--- src/rtl/errcnt_pkg.sv ---
package errcnt_pkg;
   localparam int NUM_CNT = 4;

   typedef enum logic [2:0] {
      A_WIDE_LO = 3'd0,
      A_WIDE_HI = 3'd1,
      A_CRC     = 3'd2,
      A_OOF     = 3'd3,
      A_FBIT    = 3'd4
   } reg_addr_e;

   localparam int IX_WIDE = 0;
   localparam int IX_CRC  = 1;
   localparam int IX_OOF  = 2;
   localparam int IX_FBIT = 3;
endpackage

--- src/rtl/errcnt_qual.sv ---
module errcnt_qual (
   input  logic       ev_bpv,
   input  logic       ev_cw,
   input  logic       ev_zero8,
   input  logic       ev_zero16,
   input  logic       ev_crc,
   input  logic       ev_oof,
   input  logic       ev_fbit,
   input  logic       esf_mode,
   input  logic       b8zs_en,
   input  logic       xz_sel,
   input  logic       los,
   output logic [3:0] ev_q
);
   import errcnt_pkg::*;

   logic viol_ok;
   logic zero_ok;

   always_comb begin
      viol_ok           = ev_bpv & ~(b8zs_en & ev_cw);
      zero_ok           = b8zs_en ? ev_zero8 : ev_zero16;
      ev_q[IX_WIDE]     = xz_sel ? zero_ok : viol_ok;
      ev_q[IX_CRC]      = ev_crc & esf_mode & ~los;
      ev_q[IX_OOF]      = ev_oof & ~los;
      ev_q[IX_FBIT]     = ev_fbit & ~los;
   end
endmodule

--- src/rtl/errcnt_cell.sv ---
module errcnt_cell #(
   parameter int W      = 8,
   parameter int PEND_W = 4
) (
   input  logic         clk,
   input  logic         rst_n,
   input  logic         ev,
   input  logic         hold_zero,
   input  logic         in_rd,
   input  logic         fin,
   input  logic         clr_eff,
   input  logic         wr_en,
   input  logic [W-1:0] wr_val,
   output logic [W-1:0] cnt,
   output logic         sat_pulse
);
   localparam logic [W:0]        MAXV = {1'b0, {W{1'b1}}};
   localparam logic [PEND_W-1:0] PMAX = '1;

   generate
      if (PEND_W < 1 || PEND_W >= W) begin : g_bad_pend
         $error("errcnt_cell: PEND_W must be in 1..W-1");
      end
   endgenerate

   logic [W-1:0]      cnt_q;
   logic [PEND_W-1:0] pend_q;
   logic [W:0]        base;
   logic [W:0]        proj;
   logic [W:0]        fin_sum;
   logic              full;

   always_comb begin
      base      = ((in_rd | fin) & clr_eff) ? '0 : {1'b0, cnt_q};
      proj      = base + (W+1)'(pend_q);
      full      = (proj >= MAXV);
      fin_sum   = proj + (W+1)'(ev);
      sat_pulse = ev & full & ~wr_en & ~hold_zero;
   end

   always_ff @(posedge clk or negedge rst_n) begin
      if (!rst_n) begin
         cnt_q  <= '0;
         pend_q <= '0;
      end else if (hold_zero) begin
         cnt_q  <= '0;
         pend_q <= '0;
      end else if (wr_en) begin
         cnt_q  <= wr_val;
         pend_q <= '0;
      end else if (in_rd) begin
         if (ev && !full && pend_q != PMAX) pend_q <= pend_q + 1'b1;
      end else if (fin) begin
         cnt_q  <= (fin_sum >= MAXV) ? MAXV[W-1:0] : fin_sum[W-1:0];
         pend_q <= '0;
      end else if (ev && !full) begin
         cnt_q  <= cnt_q + 1'b1;
      end
   end

   assign cnt = cnt_q;

   AST_NO_WRAP: assert property (@(posedge clk) disable iff (!rst_n)
      (cnt_q == MAXV[W-1:0] && !wr_en && !hold_zero && !(fin && clr_eff)) |=> cnt_q == MAXV[W-1:0]);
   AST_SAT_AT_MAX: assert property (@(posedge clk) disable iff (!rst_n)
      (sat_pulse && !in_rd && !fin) |-> cnt_q == MAXV[W-1:0]);
   AST_FROZEN_IN_READ: assert property (@(posedge clk) disable iff (!rst_n)
      (in_rd && !wr_en && !hold_zero) |=> cnt_q == $past(cnt_q));
   AST_PEND_IDLE: assert property (@(posedge clk) disable iff (!rst_n)
      (!in_rd && !fin) |-> pend_q == '0);
endmodule

--- src/rtl/errcnt_bank.sv ---
module errcnt_bank #(
   parameter int BV_W   = 16,
   parameter int CNT_W  = 8,
   parameter int PEND_W = 4
) (
   input  logic       clk,
   input  logic       rst_n,
   input  logic       ev_bpv,
   input  logic       ev_cw,
   input  logic       ev_zero8,
   input  logic       ev_zero16,
   input  logic       ev_crc,
   input  logic       ev_oof,
   input  logic       ev_fbit,
   input  logic       esf_mode,
   input  logic       b8zs_en,
   input  logic       xz_sel,
   input  logic       auto_clr,
   input  logic       los,
   input  logic       host_rd,
   input  logic       host_wr,
   input  logic [2:0] host_addr,
   input  logic [7:0] host_wdata,
   output logic [7:0] host_rdata,
   output logic [3:0] sat_pulse
);
   import errcnt_pkg::*;

   generate
      if (BV_W < 9 || BV_W > 16) begin : g_bad_bv
         $error("errcnt_bank: BV_W must be in 9..16");
      end
      if (CNT_W < 2 || CNT_W > 8) begin : g_bad_cnt
         $error("errcnt_bank: CNT_W must be in 2..8");
      end
   endgenerate

   logic [3:0]  ev_q;
   logic        rd_q;
   logic        clr_lat;
   logic        fin;
   logic        clr_eff;
   logic [7:0]  stage_q;
   logic [7:0]  hold_q;
   logic [3:0]  wr_vec;
   logic [15:0] cnt_bus [NUM_CNT];

   errcnt_qual u_qual (
      .ev_bpv    (ev_bpv),
      .ev_cw     (ev_cw),
      .ev_zero8  (ev_zero8),
      .ev_zero16 (ev_zero16),
      .ev_crc    (ev_crc),
      .ev_oof    (ev_oof),
      .ev_fbit   (ev_fbit),
      .esf_mode  (esf_mode),
      .b8zs_en   (b8zs_en),
      .xz_sel    (xz_sel),
      .los       (los),
      .ev_q      (ev_q)
   );

   always_comb begin
      fin     = rd_q & ~host_rd;
      clr_eff = rd_q ? clr_lat : auto_clr;
      wr_vec[IX_WIDE] = host_wr && host_addr == A_WIDE_HI;
      wr_vec[IX_CRC]  = host_wr && host_addr == A_CRC;
      wr_vec[IX_OOF]  = host_wr && host_addr == A_OOF;
      wr_vec[IX_FBIT] = host_wr && host_addr == A_FBIT;
   end

   genvar gi;
   generate
      for (gi = 0; gi < NUM_CNT; gi++) begin : g_cnt
         localparam int W = (gi == IX_WIDE) ? BV_W : CNT_W;
         logic [W-1:0] wv;
         logic [W-1:0] c;
         if (gi == IX_WIDE) begin : g_wide
            assign wv = W'({host_wdata, stage_q});
         end else begin : g_narrow
            assign wv = W'(host_wdata);
         end
         errcnt_cell #(.W(W), .PEND_W(PEND_W)) u_cell (
            .clk       (clk),
            .rst_n     (rst_n),
            .ev        (ev_q[gi]),
            .hold_zero ((gi == IX_CRC) ? ~esf_mode : 1'b0),
            .in_rd     (host_rd),
            .fin       (fin),
            .clr_eff   (clr_eff),
            .wr_en     (wr_vec[gi]),
            .wr_val    (wv),
            .cnt       (c),
            .sat_pulse (sat_pulse[gi])
         );
         assign cnt_bus[gi] = 16'(c);
      end
   endgenerate

   logic [15:0] sel_word;
   logic [7:0]  sel_byte;

   always_comb begin
      case (host_addr)
         A_WIDE_LO, A_WIDE_HI: sel_word = cnt_bus[IX_WIDE];
         A_CRC:                sel_word = cnt_bus[IX_CRC];
         A_OOF:                sel_word = cnt_bus[IX_OOF];
         A_FBIT:               sel_word = cnt_bus[IX_FBIT];
         default:              sel_word = '0;
      endcase
      sel_byte = (host_addr == A_WIDE_HI) ? sel_word[15:8] : sel_word[7:0];
   end

   always_ff @(posedge clk or negedge rst_n) begin
      if (!rst_n) begin
         rd_q    <= 1'b0;
         clr_lat <= 1'b0;
         stage_q <= '0;
         hold_q  <= '0;
      end else begin
         rd_q <= host_rd;
         if (host_rd && !rd_q) begin
            clr_lat <= auto_clr;
            hold_q  <= sel_byte;
         end
         if (host_wr && host_addr == A_WIDE_LO) stage_q <= host_wdata;
      end
   end

   assign host_rdata = hold_q;

   AST_LOS_GATE: assert property (@(posedge clk) disable iff (!rst_n)
      los |-> sat_pulse[3:1] == 3'b000);
   AST_CRC_HELD: assert property (@(posedge clk) disable iff (!rst_n)
      !esf_mode |=> cnt_bus[IX_CRC] == 16'h0);
   AST_HOLD_STABLE: assert property (@(posedge clk) disable iff (!rst_n)
      !(host_rd && !rd_q) |=> $stable(host_rdata));
endmodule

--- config.mk ---
export PLATFORM = sky130hd
export DESIGN_NAME = errcnt_bank
export DESIGN_NICKNAME = d
export VERILOG_FILES = /design/src/rtl/errcnt_pkg.sv /design/src/rtl/errcnt_qual.sv /design/src/rtl/errcnt_cell.sv /design/src/rtl/errcnt_bank.sv
export SDC_FILE = /design/constraint.sdc
export NUM_CORES = 1
export LEC_CHECK = 0
export BUFFER_PORTS_ARGS = -buffer_cell sky130_fd_sc_hd__buf_2
export CAP_MARGIN = 20
export CORE_MARGIN = 1.5
export CORE_UTILIZATION = 50
export CTS_CLUSTER_DIAMETER = 200
export CTS_CLUSTER_SIZE = 14
export DETAILED_ROUTE_END_ITERATION = 12
export HOLD_SLACK_MARGIN = 0.12
export PLACE_DENSITY = 0.67
export SLEW_MARGIN = 20
export SYNTH_ARGS = -nofsm -noshare
export SYNTH_HDL_FRONTEND = slang
export SYNTH_SLANG_ARGS = --single-unit
--- constraint.sdc ---
create_clock -name clk -period 5.1 [get_ports clk]
set_input_delay 0.255 -clock clk [delete_from_list [all_inputs] [get_ports clk]]
set_output_delay 0.255 -clock clk [all_outputs]
set_load 0.02 [all_outputs]
After elaboration in Yosys (flattened, before gate mapping):

Cells that the tools add are included.
W data, S select, Z words.

* output and inout bits: 12
* register bits after elaboration: 74
* word-level logic and storage cells: 158
* input bits: 27

* add/sub/neg operators: 16
* reduce and logical (&&, ||, !) cells: 35
* equality and inequality tests: 18
* mux-type cells: 44
* order comparisons: 8
* bitwise operators: 25

Operator list (count)
* $mux W8: 20
* $mux W16: 6
* $pmux W16 S4: 1
* $mux W4: 14
* $ge A9 B8 Y1 const B: 6
* $ge A17 B16 Y1 const B: 2
* $add A9 B1 Y9: 3
* $add A9 B4 Y9: 3
* $add A8 B1 Y8 const B: 3
* $reduce_bool A3 Y1: 6
* $add A17 B1 Y17: 1
* $add A17 B4 Y17: 1
* $and A1 B1 Y1: 17
* $add A16 B1 Y16 const B: 1
* $add A4 B1 Y4 const B: 4
* $ne A4 B4 Y1 const B: 4
* $reduce_and A2 Y1: 8
* $logic_and A1 B1 Y1: 14
* $ne A3 B1 Y1 const B: 3
* $ne A4 B1 Y1 const B: 2
* $not A1 Y1: 7
* $eq A3 B2 Y1 const B: 2
* $ne A2 B1 Y1 const B: 3
* $logic_not A1 Y1: 5
* other kinds (8): 10

Depth between registers and ports, before layout:

Gate-level depths: netlist of the first run.

* depth in word-level cells: 14
* mapped depth: 16
* gate-level depth less buffers: 13

Cells and area by module:

A second synthesis of the first run with hierarchy kept.

* cell total of the unflattened synthesis: 1003
* area, all modules: 8333.0 sq um

Modules (own cells, without submodules)
* errcnt_cell at g_cnt[2].u_cell ...: times used 2, sequential area each 300.3 sq um, area an instance 1650.3 sq um, cells an instance 198
* errcnt_cell at g_cnt[0].u_cell: times used 1, sequential area each 500.5 sq um, area an instance 2585.0 sq um, cells an instance 330
* errcnt_cell at g_cnt[1].u_cell: times used 1, sequential area each 300.3 sq um, area an instance 1436.4 sq um, cells an instance 185
* errcnt_bank: times used 1, sequential area each 450.4 sq um, area an instance 965.9 sq um, cells an instance 83
* errcnt_qual: times used 1, sequential area each 0.0 sq um, area an instance 45.0 sq um, cells an instance 9

Least setup slack after synthesis of the first run:

No wires, ideal clock.

* path kind: register -> register
* start point: reg rd_q
* end point: reg g_cnt[0].u_cell.cnt_q[15]
* arrival: 3744 ps
* required time: 4973 ps
* period minus slack after synthesis: 3871 ps
* path slack: 1229 ps
* stages on the path, launching flop included: 14
* library setup time: 127 ps
* path through: dfrtp_1 and2_1 nor2_2 clkbuf_1 nand2_1 fa_1 xnor2_1 and3_1 nand3_1 or4_4 or4_4 o31a_1 o31ai_1 a2bb2oi_1

* longest elaborated chain between the ends: 11
* elaborated cells between the ends (all ways): 17

RTL lines
* start: declaration: RTL line errcnt_bank.sv:39 `logic rd_q;`
* start signal: assignment: RTL line errcnt_bank.sv:121 `rd_q <= host_rd;`
* $and A1 B1 Y1: RTL line errcnt_bank.sv:64 `fin = rd_q & ~host_rd;`
* $or A1 B1 Y1: RTL line errcnt_cell.sv:34 `base = ((in_rd | fin) & clr_eff) ? '0 : {1'b0, cnt_q};`
* $and A1 B1 Y1: RTL line errcnt_cell.sv:34
* $mux W16: RTL line errcnt_cell.sv:34
* $add A17 B4 Y17: RTL line errcnt_cell.sv:35 `proj = base + (W+1)'(pend_q);`
* $add A17 B1 Y17: RTL line errcnt_cell.sv:37 `fin_sum = proj + (W+1)'(ev);`
* $ge A17 B16 Y1: RTL line errcnt_cell.sv:54 `cnt_q <= (fin_sum >= MAXV) ? MAXV[W-1:0] : fin_sum[W-1:0];`
* $mux W16: RTL line errcnt_cell.sv:54
* $mux W16: RTL line errcnt_cell.sv:53 `end else if (fin) begin`
* $mux W16: RTL line errcnt_cell.sv:51 `end else if (in_rd) begin`
* $mux W16: RTL line errcnt_cell.sv:48 `end else if (wr_en) begin`
* end signal: assignment: RTL line errcnt_cell.sv:49 `cnt_q <= wr_val;`
* end signal: assignment: RTL line errcnt_cell.sv:54
* end signal: assignment: RTL line errcnt_cell.sv:57 `cnt_q <= cnt_q + 1'b1;`
* end: declaration: RTL line errcnt_cell.sv:26 `logic [W-1:0] cnt_q;`

Parallel ways exist; a longest one is shown, timed or not. The select of a mux whose other input is x is not followed.
A chain may end at the register's enable or synchronous reset.

Worst setup path after layout of the first run:

* start point: reg rd_q
* end point: out sat_pulse[2]

* longest elaborated chain between the ends: 8
* elaborated cells between the ends (all ways): 9

RTL lines
* $and A1 B1 Y1: RTL line errcnt_bank.sv:64
* $or A1 B1 Y1: RTL line errcnt_cell.sv:34
* $and A1 B1 Y1 *: RTL line errcnt_cell.sv:34
* $mux W8 *: RTL line errcnt_cell.sv:34
* $add A9 B4 Y9 *: RTL line errcnt_cell.sv:35
* $ge A9 B8 Y1 *: RTL line errcnt_cell.sv:36 `full = (proj >= MAXV);`
* $and A1 B1 Y1 * (2 in a row): RTL line errcnt_cell.sv:38 `sat_pulse = ev & full & ~wr_en & ~hold_zero;`
* end: declaration: RTL line errcnt_bank.sv:25 `output logic [3:0] sat_pulse`

Mark *: on every way between the ends. The rest lies on a longest branch, timed or not.

==> results of run 1 <==
[timing repair]
item,CTS,global route
endpoints found under the hold margin,7,0
resized for setup,0,0
hold buffers,1,0
[registers in the layout (all words and copies together), names as in the netlist]
signal	cells
g_cnt.u_cell.pend_q	16
g_cnt.u_cell.cnt	40
stage_q	8
clr_lat	1
rd_q	1
host_rdata	8
[worst max-delay path: cells and delay by family (launching register included)]
kind | cells | cell delay (ns)
XOR/XNOR | 1 | 0.32
adder cells (fa/ha/maj) | 2 | 0.65
AO/OA/AOI/OAI | 4 | 0.90
buffers and inverters | 2 | 0.39
AND/OR/NAND/NOR | 3 | 0.98
flip-flops | 1 | 0.43
[cell families after synthesis]
| logic type | count (synthesis) | synth area share, % |
|---|---|---|
| compound gates | 259 | 24.3 |
| xor+xnor | 68 | 8.05 |
| fa+ha+maj | 37 | 6.63 |
| buf+inv | 92 | 5.07 |
| flops | 74 | 25.0 |
| mux | 32 | 4.60 |
| simple gates | 376 | 26.4 |
[stage by stage]
step	instances	power (mW)	cell area (µm²)
after global routing	1128	3.28	7980
final	1128	3.07	7980
after global placement	1111	2.37	7670
after floorplan	938	2.01	7400
after detailed placement	1111	2.38	7670
after CTS	1128	3.05	7980
[area by class of cell]
class	instances	area [µm²]	area share [%]
Timing Repair Buffer	55	323	4.04
Inverter	27	101	1.27
Multi-Input combinational cell	772	5180	64.9
Sequential cell	74	1850	23.2
Clock inverter	2	35.0	0.439
Clock buffer	14	264	3.31
Tap cell	184	230	2.88
[per-layer routing]
layer,track usage (%),vias to the layer above,part of all wire (%)
li1,-,3495,-
met1,41.8,3495,45
met4,10.8,0,2.6
met2,48.1,291,46
met3,4.30,50,6.6
met5,0,-,0
[placed cells by master (no fill, tap or decap), types with 11 or more instances in the layout]
cell type | synthesis | layout
xor2_1 | 20 | 20
xnor2_1 | 48 | 48
nand4_1 | 15 | 15
o22ai_1 | 12 | 12
a21o_1 | 12 | 12
ha_1 | 32 | 32
inv_1 | 27 | 27
dfrtp_1 | 74 | 74
nor2_1 | 82 | 82
o221ai_1 | 14 | 14
buf_2 | 9 | 37
and3_1 | 25 | 25
a21oi_1 | 53 | 53
nand3_1 | 59 | 59
mux2i_1 | 16 | 16
o21ai_0 | 51 | 51
buf_4 | 5 | 17
mux2_2 | 16 | 16
a22oi_1 | 11 | 11
nand2_1 | 69 | 69
o31ai_1 | 14 | 14
nor3_1 | 32 | 31
[power by group through the flow]
stage / registers (mW) / logic, mW / clock network (mW)
global placement: 1.03 / 1.34 / 0
detailed placement: 1.03 / 1.35 / 0
finish: 1.03 / 1.37 / 0.664
CTS: 1.02 / 1.36 / 0.675
floorplan: 0.877 / 1.13 / 0
global route: 1.05 / 1.53 / 0.694
[worst max-delay path by stage]
stage                              endpoint  slack, ns  cells after the start
detailed placement   g_cnt[0].u_cell.cnt[6]       0.91                     14
floorplan           g_cnt[0].u_cell.cnt[15]       1.23                     13
finish                         sat_pulse[2]       0.81                     12
global placement    g_cnt[0].u_cell.cnt[10]       0.96                     14
global route         g_cnt[0].u_cell.cnt[6]       0.46                     13
CTS                            sat_pulse[2]       0.87                     12
==> out/qor.csv, run 1 <==
stage;metric;value;unit
die;IO Count;39;
grt;GRT Util Overall;30.2;%
setup_path;CP Launch Type;flop;
setup_path;Worst Path Required;4.85;ns
setup_path;reg-to-reg critical path endpoint;g_cnt[0].u_cell.cnt[9];
setup_path;CP Cell Sequence;nand3b_1, buf_4, and3_1, ha_1, fa_1, a21o_1, a21oi_1, xor2_1, o211ai_1, nor4_2, o211a_1, buf_2;
logic_synthesis;syn_nets;1001;
sta;Setup violations, final;0;
sta;WHS;0.191;ns
die;Die ar.;15500;µm²
status;status;finished clean;
hold_path;HP Class;input port to flop;
drt;Post-route DRC;0;
final_layout;Layout area overhead;7.88;%
grt;first-pass GRT wire length;37.6;mm
grt;vias in the first global route;6963;
logic_synthesis;most common library cells after synthesis;82 x nor2_1, 74 x dfrtp_1, 69 x nand2_1;
logic_synthesis;FF+latch count, synth;74;
job;Max-Cap Viols;0;
sta;worst clock skew;0.00737;ns
sta;Setup WS post-layout;0.815;ns
final_layout;share of cells above drive strength 1;11.5;%
grt;gr ovfl total;0;
setup_path;FF-to-FF Start;rd_q;
power_and_ir_drop;clock share of power;21.6;%
drt;Routed wire per std cell;20.4;µm
cts;total clock buffers created by CTS;9;
sta;Max Clk Rate;233;MHz
cts;CTS H-tree depth;3;
drt;antenna viol nets, final;0;
setup_path;r2r worst-path depth;13;
drt;DRT iter0 DRCs;828;
die;die width;125;µm
logic_synthesis;post-synthesis sequential area ratio;25.0;%
logic_synthesis;post-synth top area share;25.0;%
grt;initial antenna violation count;0;
place;DP Worst Slack;0.914;ns
logic_synthesis;Synth area leader;dfrtp_1;
sta;Period Utilization, post-route;84.0;%
final_layout;antenna cell count;0;
drt;via-per-instance ratio;6.50;
setup_path;Critical Path Fanout Max;20;
hold_path;hold path start;host_rd;
setup_path;crit path from;rd_q;
cts;Max clock buf depth;2;
power_and_ir_drop;Switch Pwr;1.33;mW
cts;clk_lat worst skew;0.35;ns
place;Final Wtd Congestion;0.936;
grt;largest net degree at the start of global routing;75;
power_and_ir_drop;Leak;3.36;nW
logic_synthesis;number of synthesized flops with an enable pin;0;
cts;Post-CTS Setup Bufs;0;
logic_synthesis;asr flop ratio synth;100;%
die;die extent in y;125;µm
power_and_ir_drop;sw frac;43.5;%
logic_synthesis;Cell Area, Synth;7400;µm²
logic_synthesis;most frequent cell after synthesis;nor2_1;
hold_path;hold worst-path end;rd_q;
drt;DR pass1 iterations;7;
die;Core Area;14500;µm²
power_and_ir_drop;maximum vdd drop;0.245;mV
setup_path;Worst Path Class, Setup;flop to output pin;
power_and_ir_drop;PwrDens;384;nW/µm²
setup_path;worst endpoint data arrival time;4.03;ns
sta;Tmin final;4.29;ns
cts;clock transition at the registers of the reported paths;0.06;ns
sta;setup TNS after final layout;0;ns
drt;Via Count;7331;
cts;CTS tree;done;
final_layout;Core Util, Final;55.1;%
cts;clock sink total;74;
sta;RSZ-0062 raised after global routing;no;
logic_synthesis;YS warnings;0;
cts;clock root cell;clkbuf_16;
place;dpl hpwl;16.6;mm
sta;relative slew slack;30.3;%
power_and_ir_drop;Sequential Power Share;33.6;%
setup_path;Crit-path slowest cell;nor4_2;
power_and_ir_drop;Internal Power;1.73;mW
logic_synthesis;Synth Flop Type;dfrtp_1;
hold_path;Worst Hold Path Cells;1;
setup_path;Setup crit end kind;output pin;
die;Rows;44;
logic_synthesis;cells after synthesis;938;
setup_path;Worst path max stage delay;0.58;ns
sta;Slew @ Worst Pin;1.04;ns
place;Port Buffers;38;
logic_synthesis;main area contributors after synthesis;dfrtp_1 25%, xnor2_1 5.7%, ha_1 5.4%, nor2_1 4.2%, nand3_1 4.0%;
power_and_ir_drop;Logic pwr share;44.8;%
drt;final WL;23.0;mm
die;starting density of the core;51.1;%
logic_synthesis;Synth cell types;80;
setup_path;R2R setup slack;0.84;ns
final_layout;fillers;1385;
logic_synthesis;mean area per synthesized cell;7.89;µm²
sta;Final Slew Violations;0;
final_layout;layout net count;1002;
sta;Fin. Hold Viols;0;
Note: power is estimated with default switching activity, not from simulation.
==> inputs of run 2 (changes only) <==
- ABC_AREA: default -> 1
- PLACE_DENSITY: 0.67 -> 0.7
- clock period: 5.1 -> 3.7 ns (I/O delays scaled with it)
==> run 2 against run 1 <==
  * Final area is 6.6% higher
  * Combinational power up 46%
  * Register-to-register slack worse by 0.62 ns
  * Sequential share of layout area decreased by 1.4 points
  * Clock skew about the same
  * Clock power up 44%
  * Clock-buffer cell count shrank 4
  * Routed wire length rose by 0.72%
  * Largest power group unchanged
  * Highest routed layer unchanged
==> out/qor.csv, run 2 <==
stage;metric;value;unit;change
status;status;finished clean;;
die;IO Count;39;;unchanged
sta;Final Slew Violations;0;;unchanged
logic_synthesis;syn_nets;1311;;+31%
place;Port Buffers;38;;unchanged
logic_synthesis;most common library cells after synthesis;377 x nand2_1, 182 x nor2_1, 154 x inv_1;;
grt;first-pass GRT wire length;37.5;mm;-0.27%
logic_synthesis;mean area per synthesized cell;6.10;µm²;-23%
cts;total clock buffers created by CTS;9;;unchanged
sta;Period Utilization, post-route;94.7;%;
setup_path;crit path from;rd_q;;
cts;clock sink total;74;;unchanged
hold_path;HP Class;input port to flop;;
logic_synthesis;most frequent cell after synthesis;nand2_1;;
final_layout;Layout area overhead;11.8;%;
sta;Tmin final;3.50;ns;
final_layout;FF+latch area;1850;µm²;unchanged
logic_synthesis;Synth Flop Type;dfrtp_1;;
setup_path;CP Cell Sequence;inv_2, nand3_4, nand2_8, buf_12, nor2_1, ha_1, fa_2, nand2_1, nand2_1, a21oi_2, nor2_1, nor2_1, nand4_1, nor3_2, a21oi_1, nor4_2, buf_2;;
logic_synthesis;FF+latch count, synth;74;;unchanged
grt;largest net degree at the start of global routing;75;;unchanged
sta;relative slew slack;34.3;%;+4.1 points
die;die width;126;µm;+1.4%
drt;via-per-instance ratio;5.53;;-15%
setup_path;Setup crit end kind;output pin;;
die;Core Area;14700;µm²;+1.5%
final_layout;antenna cell count;0;;unchanged
drt;Routed wire per std cell;15.6;µm;-23%
job;Max-Cap Viols;0;;unchanged
hold_path;hold path start;host_wdata[6];;
grt;gr ovfl total;0;;unchanged
power_and_ir_drop;Pwr Total;4.23;mW;+38%
cts;clk_lat worst skew;0.35;ns;about the same
drt;DRT iter0 DRCs;739;;-11%
setup_path;CP most frequent cell;nor2_1;;
cts;CTS H-tree depth;3;;unchanged
die;Die ar.;16000;µm²;+2.8%
sta;Fin. Hold Viols;0;;unchanged
cts;Max clock buf depth;2;;unchanged
logic_synthesis;Cell Area, Synth;7620;µm²;+2.9%
die;Rows;44;;unchanged
setup_path;Critical Path Fanout Max;15;;-25%
cts;clock root cell;clkbuf_16;;
grt;initial antenna violation count;0;;unchanged
drt;final WL;23.2;mm;+0.72%
final_layout;Core Util, Final;57.9;%;+2.8 points
logic_synthesis;number of synthesized flops with an enable pin;0;;unchanged
drt;Via Count;8207;;+12%
cts;clock transition at the registers of the reported paths;0.06;ns;about the same
logic_synthesis;asr flop ratio synth;100;%;unchanged
power_and_ir_drop;Leak;4.24;nW;+26%
final_layout;Multi-input gate area;5080;µm²;-1.9%
drt;DR pass1 iterations;6;;-1
logic_synthesis;Synth cell types;48;;-40%
sta;Max Clk Rate;286;MHz;
place;DP Worst Slack;0.0859;ns;-0.828 ns
sta;Setup WS post-layout;0.197;ns;-0.617 ns
final_layout;layout net count;1358;;+36%
logic_synthesis;post-synth top area share;24.3;%;-0.71 points
final_layout;most common cell after layout, fill and taps aside;nand2_1;;
setup_path;Worst path max stage delay;0.42;ns;-0.16 ns
sta;Slew @ Worst Pin;0.985;ns;-0.0600 ns
setup_path;CP Launch Type;flop;;
drt;Post-route DRC;0;;unchanged
final_layout;Largest register FFs;40;;unchanged
final_layout;share of cells above drive strength 1;11.5;%;about the same
setup_path;FF-to-FF Start;rd_q;;
logic_synthesis;Synth area leader;dfrtp_1;;
place;dpl hpwl;17.9;mm;+7.7%
setup_path;Worst Path Class, Setup;flop to output pin;;
setup_path;Worst Path Required;3.51;ns;-1.34 ns
power_and_ir_drop;PwrDens;497;nW/µm²;+29%
logic_synthesis;main area contributors after synthesis;dfrtp_1 24%, nand2_1 19%, nor2_1 9.0%, inv_1 7.6%, nand3_1 6.0%;;
logic_synthesis;YS warnings;0;;unchanged
sta;RSZ-0062 raised after global routing;yes;;
drt;antenna viol nets, final;0;;unchanged
setup_path;Crit-path slowest cell;dfrtp_1;;
logic_synthesis;cells after synthesis;1248;;+33%
sta;worst clock skew;0.00712;ns;-0.000258 ns
logic_synthesis;post-synthesis sequential area ratio;24.3;%;-0.71 points
final_layout;fillers;1485;;+7.2%
die;starting density of the core;51.8;%;+0.70 points
cts;CTS tree;done;;
die;die extent in y;126;µm;+1.4%
place;Final Wtd Congestion;0.953;;+1.8%
final_layout;most frequent cells in the layout;375 x nand2_1, 177 x nor2_1, 153 x inv_1, 90 x nand3_1, 74 x dfrtp_1;;
power_and_ir_drop;maximum vdd drop;0.288;mV;+18%
grt;vias in the first global route;7437;;+6.8%
grt;GRT Util Overall;29.4;%;-0.76 points
setup_path;worst endpoint data arrival time;3.32;ns;-0.71 ns
sta;Setup violations, final;0;;unchanged
[run 2: layout make-up]
class / count / area share (%)
Timing Repair Buffer: 65 / 4.85
Tap cell: 184 / 2.70
Sequential cell: 74 / 21.8
Clock buffer: 10 / 2.69
Clock inverter: 6 / 1.06
Inverter: 164 / 7.23
Multi-Input combinational cell: 981 / 59.7
[run 2: power breakdown]
part	total, mW	leakage, nW	internal (mW)	switching [mW]
clock	0.953	0.153	0.593	0.361
sequential	1.27	0.924	1.00	0.269
combinational	2.00	3.16	0.718	1.29
total	4.23	4.24	2.31	1.92
[run 2: critical path, delay by kind of cell (launching register included)]
family / cells / cell delay [ns]
DFF: 1 / 0.42
buffers and inverters: 3 / 0.45
AOI/OAI and AO/OA: 2 / 0.26
adders and majority gates: 2 / 0.61
and+or+nand+nor: 10 / 1.23
[run 2: routing by layer]
layer  GRT usage [%]  vias up  routed length (µm)
li1                -     4129                   -
met1            40.8     3724               10600
met2            47.3      321               10400
met3            5.31       33                1750
met4            8.05        0                 421
met5               0        -                   0
[run 2: what timing repair did]
| item | 4_1_cts | 5_1_grt |
|---|---|---|
| endpoints found under the hold margin | 74 | 0 |
| buffers inserted | 2 | 7 |
| resized for setup | 0 | 24 |
| endpoints found under the setup margin | 2 | 58 |
| pin swaps | 1 | 11 |
| hold buffers | 1 | 0 |
[run 2: worst paths after layout]
kind	end	slack (ns)	depth (start not counted)
worst max-delay path	sat_pulse[2]	0.20	17
worst min-delay path	stage_q[6]	0.19	3
worst max register to register	g_cnt[0].u_cell.cnt[15]	0.22	25
worst min register to register	stage_q[5]	0.49	2
max in group asynchronous	g_cnt[0].u_cell.pend_q[3]	2.52	2
min in group asynchronous	g_cnt[3].u_cell.pend_q[1]	0.53	2
[run 2: kinds of logic (layout without fill, tap and decap cells)]
group | Yosys count | count (layout) | share of synthesized area [%]
muxes | 3 | 3 | 0.444
AOI/OAI and AO/OA | 154 | 154 | 11.8
adders and majority gates | 36 | 36 | 6.31
buffers and inverters | 193 | 245 | 10.1
and+or+nand+nor | 742 | 742 | 41.6
DFF | 74 | 74 | 24.3
xor gates and xnor gates | 46 | 46 | 5.39
[run 2: per-stage QoR]
| stage | hold WS, ns | instances | area (µm²) | setup TNS, ns |
|---|---|---|---|---|
| CTS | 0.186 | 1477 | 8370 | 0 |
| global route | 0.193 | 1484 | 8510 | -0.115 |
| finish | 0.191 | 1484 | 8510 | 0 |
| floorplan | -0.111 | 1248 | 7620 | 0 |
| detailed placement | 0.404 | 1458 | 8030 | 0 |
| global placement | 0.399 | 1458 | 8030 | 0 |
